[src/rtl/irq_regfile.sv]
module irq_regfile #(
  parameter int PRIO_BITS = 2
) (
  input  logic        clk,
  input  logic        rst_n,
  input  logic [31:0] irq_in,
  input  logic        wr_en,
  input  logic [11:0] addr,
  input  logic [31:0] wdata,
  output logic [31:0] rdata,
  input  logic        ack,
  input  logic [4:0]  ack_line,
  output logic        irq_req,
  output logic [4:0]  irq_line
);
  localparam int NL = 32;
  localparam int SH = 8 - PRIO_BITS;

  logic [31:0] en_q, pend_q, irq_q;
  logic [PRIO_BITS-1:0] prio_q [NL];

  wire       aligned  = addr[1:0] == 2'b00;
  wire [9:0] wa       = addr[11:2];
  wire hit_sen  = aligned && wa == 10'h000;
  wire hit_cen  = aligned && wa == 10'h020;
  wire hit_spd  = aligned && wa == 10'h040;
  wire hit_cpd  = aligned && wa == 10'h060;
  wire hit_prio = aligned && wa[9:3] == 7'h18;
  wire [2:0] widx = wa[2:0];

  wire [31:0] edge_w     = irq_in & ~irq_q;
  wire [31:0] set_pend_w = (wr_en && hit_spd) ? wdata : 32'h0;
  wire [31:0] clr_pend_w = (wr_en && hit_cpd) ? wdata : 32'h0;
  wire [31:0] ack_mask   = ack ? (32'h1 << ack_line) : 32'h0;

  always_ff @(posedge clk or negedge rst_n) begin
    if (!rst_n) begin
      en_q   <= '0;
      pend_q <= '0;
      irq_q  <= '0;
    end else begin
      irq_q  <= irq_in;
      pend_q <= (pend_q & ~clr_pend_w & ~ack_mask) | set_pend_w | edge_w;
      if (wr_en && hit_sen) en_q <= en_q | wdata;
      else if (wr_en && hit_cen) en_q <= en_q & ~wdata;
    end
  end

  genvar g;
  generate
    for (g = 0; g < NL; g++) begin : g_prio
      always_ff @(posedge clk or negedge rst_n) begin
        if (!rst_n)
          prio_q[g] <= '0;
        else if (wr_en && hit_prio && widx == 3'(g / 4))
          prio_q[g] <= wdata[(g % 4) * 8 + 7 -: PRIO_BITS];
      end
    end
  endgenerate

  logic [31:0] prio_word;
  always_comb begin
    for (int j = 0; j < 4; j++)
      prio_word[j*8 +: 8] = 8'(prio_q[{widx, 2'(j)}]) << SH;
  end

  always_comb begin
    rdata = 32'h0;
    if (hit_sen || hit_cen)      rdata = en_q;
    else if (hit_spd || hit_cpd) rdata = pend_q;
    else if (hit_prio)           rdata = prio_word;
  end

  logic [31:0]          live;
  logic                 found;
  logic [PRIO_BITS-1:0] best_p;
  logic [4:0]           best_n;
  assign live = en_q & pend_q;

  always_comb begin
    found  = 1'b0;
    best_p = '0;
    best_n = '0;
    for (int i = NL - 1; i >= 0; i--) begin
      if (live[i] && (!found || prio_q[i] <= best_p)) begin
        found  = 1'b1;
        best_p = prio_q[i];
        best_n = 5'(i);
      end
    end
  end

  assign irq_req  = found;
  assign irq_line = best_n;


  sel_valid_chk: assert property (@(posedge clk) disable iff (!rst_n)
    irq_req |-> (en_q[irq_line] && pend_q[irq_line]));


  no_req_chk: assert property (@(posedge clk) disable iff (!rst_n)
    (live == 32'h0) |-> !irq_req);


  set_en_chk: assert property (@(posedge clk) disable iff (!rst_n)
    (wr_en && hit_sen) |=> ((en_q & $past(wdata)) == $past(wdata)));


  clr_en_chk: assert property (@(posedge clk) disable iff (!rst_n)
    (wr_en && hit_cen) |=> ((en_q & $past(wdata)) == 32'h0));


  en_hold_chk: assert property (@(posedge clk) disable iff (!rst_n)
    !(wr_en && (hit_sen || hit_cen)) |=> $stable(en_q));


  ack_clr_chk: assert property (@(posedge clk) disable iff (!rst_n)
    (ack && !set_pend_w[ack_line] && !edge_w[ack_line]) |=> !pend_q[$past(ack_line)]);


  set_wins_chk: assert property (@(posedge clk) disable iff (!rst_n)
    ((set_pend_w | edge_w) != 32'h0) |=> ((pend_q & $past(set_pend_w | edge_w)) == $past(set_pend_w | edge_w)));


  always_comb begin
    if (rst_n && hit_prio)
      low_bits_zero_chk: assert ((rdata & {4{~(8'hFF << SH)}}) == 32'h0);
  end
endmodule

[config.mk]
export PLATFORM = sky130hd
export DESIGN_NAME = irq_regfile
export DESIGN_NICKNAME = d
export VERILOG_FILES = /design/src/rtl/irq_regfile.sv
export SDC_FILE = /design/constraint.sdc
export NUM_CORES = 1
export LEC_CHECK = 0
export ABC_AREA = 0
export BUFFER_PORTS_ARGS = -buffer_cell sky130_fd_sc_hd__buf_2
export CAP_MARGIN = 30
export CORE_MARGIN = 8
export CORE_UTILIZATION = 60
export CTS_CLUSTER_DIAMETER = 60
export DETAILED_ROUTE_END_ITERATION = 16
export GPL_TIMING_DRIVEN = 0
export PLACE_DENSITY = 0.89
export SLEW_MARGIN = 20
export SYNTH_ARGS = -nofsm -noshare
export SYNTH_HDL_FRONTEND = slang
export SYNTH_SLANG_ARGS = --single-unit
[constraint.sdc]
create_clock -name clk -period 47.9 [get_ports clk]
set_clock_uncertainty 0.1 [all_clocks]
set_input_delay 2.395 -clock clk [delete_from_list [all_inputs] [get_ports clk]]
set_output_delay 2.395 -clock clk [all_outputs]
set_load 0.01 [all_outputs]
==> impl_metrics.yaml <==
status:
  outcome: "completed"
place:
  place_area_um2: 11600
  io_buffers: 119
  hpwl_um: 26600
  gp_congestion: 1.03
drt:
  drt_wl_total_um: 35600
  viasPerCell: 6.86
  drt_iter0_markers: 1472
  first_pass_iters: 6
  antenna_left: 0
  wl_per_cell_um: 22.7
  route.vias.total: 10766
  drcViolationCount: 0
synthesis:
  synth_area_um2: 10700
  yosysWarnings: 0
  synthArstFlopShare_pct: 100
  synth_top_area_cell: "dfrtp_1"
  synth.most_common_cell: "dfrtp_1"
  ys_ff_latch: 160
  synth-edff-count: 0
  synth_top_area_share_pct: 37.4
  synth_seq_area_share_pct: 37.4
  synth_cell_type_count: 78
  synth_ff_type: "dfrtp_1"
  synth_area_leaders: "dfrtp_1 (37%), ha_1 (7.3%), a21oi_1 (5.1%), mux2_2 (4.3%), o21ai_0 (4.2%)"
  synth_cells: 1179
  postSynthAreaPerCell_um2: 9.07
  synthTopCellsByCount: "dfrtp_1 (160), nand2_1 (111), a21oi_1 (108), inv_1 (98), o21ai_0 (89)"
  postSynthNetCount: 1326
power:
  ir_worst_vdd_uv: 26.9
  p_switching_uw: 97.0
  seqPwrFrac_pct: 43.3
  power_per_cell_area_nw_per_um2: 26.3
  combinationalPowerShare_pct: 14.8
  intPower_uw: 227
  clkPwrFrac_pct: 41.9
  p_sw_share_pct: 29.9
  p_leak_uw: 0.00577
worst_hold_path:
  min_path_type: "flip-flop to flip-flop"
global_routing:
  grt.total_usage_pct: 31.8
  use_met3_pct: 8.01
  overflow: 0
  first_global_vias: 10526
  grt_util_met2_pct: 48.6
  grt_max_degree: 87
  busiest_layer: "met2"
  grt_pass1_wl_um: 55600
  met1_usage_pct: 41.0
  antenna_found_initial: 0
sta:
  layout_min_cycle_time_ns: 45.21
  final-setup-viol-count: 0
  period_share_pct: 94.4
  max_clock_freq_ghz: 0.0221
  drv_slew: 0
  worst_pin_slew_ns: 0.933
  hold_viol_final: 0
  max_slew_margin_pct: 37.8
finish:
  n_fill_cell: 1241
  seq_area_um2: 4000
  multi_input_area_um2: 6170
  final_util_pct: 69.5
  area_growth_pct: 15.2
  antennaDiodeCount: 0
  finalNetCount: 1475
  fin_area_um2: 12300
  drive_above_1_share_pct: 19.6
floorplanning:
  dieHeight_um: 149
  core_area_um2: 17700
  placementRows: 49
  start_util_pct: 60.3
  dieArea_um2: 22300
  die-width_um: 149
  num_io_pins: 123
critical_path:
  crit_fanout: 9
  worstSetupEndpointType: "output port"
  path_class: "flip-flop to output port"
  cp-start-kind: "flip-flop"
  required_ns: 45.40
  cpMaxStageDelayCell: "a221oi_1"
  critPathArrivalTime_ns: 42.72
  critPathMostFrequentCell: "ha_1"
  critPathMaxStageDelay_ns: 0.51
clock_network:
  clk_pin_slew_ns: 0.07
  cts.sinks: 160
  cts_tree: "yes"
  clockRootBuffer: "clkbuf_16"
  clock_path_buffers: 2
  cts_made_buffers: 17
  h-tree-depth: 4
  clock_latency_ns: 0.43
flow_run:
  drv_cap: 0
## kinds of logic after synthesis
group,after synthesis,synth area share (%)
simple gates,320,14.1
compound gates,387,24.2
fa+ha+maj,62,7.25
flops,160,37.4
mux,98,11.6
buf+inv,152,5.36
## layout make-up
type	instances	share of cell area, %
Buffer	52	1.61
Clock inverter	14	1.14
Tap cell	229	2.33
Inverter	100	3.05
Clock buffer	18	3.57
Timing Repair Buffer	130	5.71
Sequential cell	160	32.5
Multi-Input combinational cell	867	50.1
## power by group through the flow
| stage | Clock (uW) | Combinational, uW | Sequential [uW] |
|---|---|---|---|
| after floorplan | 0 | 27.8 | 142 |
| after global placement | 0 | 43.8 | 143 |
| after detailed placement | 0 | 45.7 | 143 |
| after CTS | 135 | 46.2 | 140 |
| after global routing | 141 | 52.0 | 141 |
| final | 136 | 47.9 | 140 |
## worst paths after layout
check | slack [ns] | start | cells past startpoint | end
worst min-delay path | 0.42 | flip-flop | 2 | flip-flop
worst min register to register | 0.42 | flip-flop | 2 | flip-flop
worst max-delay path | 2.69 | flip-flop | 205 | irq_line[4]
max in group asynchronous | 45.04 | rst_n | 2 | prio_q[11]
min in group asynchronous | 1.82 | rst_n | 1 | irq_q[1]
worst max register to register | 46.72 | pend_q[23] | 3 | pend_q[23]
## critical path, delay by kind of cell, from the launching register on
| kind | cells | cell delay (ns) |
|---|---|---|
| compound gates | 88 | 17.71 |
| buf+inv | 16 | 2.18 |
| flops | 1 | 0.33 |
| simple gates | 63 | 10.63 |
| mux | 7 | 2.37 |
| fa+ha+maj | 31 | 8.95 |
## through the flow
stage	setup TNS [ns]	instances	power [uW]	hold WS [ns]	setup slack, ns
2_1_floorplan	0	1179	170	0.368	8.67
3_3_place_gp	0	1527	186	0.385	3.66
3_5_place_dp	0	1530	189	0.396	2.45
4_1_cts	0	1562	322	0.405	1.72
5_1_grt	-0.0884	1570	333	0.426	-0.0642
6_report	0	1570	324	0.418	2.69
## repair_timing
action | 4_1_cts | 5_1_grt
endpoints found under the setup margin | 0 | 5
hold buffers | 0 | 0
resized for setup | 0 | 13
buffers inserted | 0 | 8
## cell usage in the layout (no fill, tap or decap), types with 40 or more instances in the layout
| cell | instances |
|---|---|
| inv_1 | 98 |
| o21ai_0 | 88 |
| mux2_2 | 41 |
| clkbuf_1 | 46 |
| buf_2 | 122 |
| nor2_1 | 84 |
| a21oi_1 | 104 |
| nand2_1 | 111 |
| dfrtp_1 | 160 |
| mux2i_1 | 40 |
| ha_1 | 62 |
## routing by layer
metal / wire, um / up-vias / part of all wire, %
met1: 13300 / 5063 / 37
li1: - / 4648 / -
met2: 15900 / 860 / 45
met3: 4400 / 195 / 12
met5: 0 / - / 0
met4: 2060 / 0 / 5.8
(Power assumes the default switching activity.)
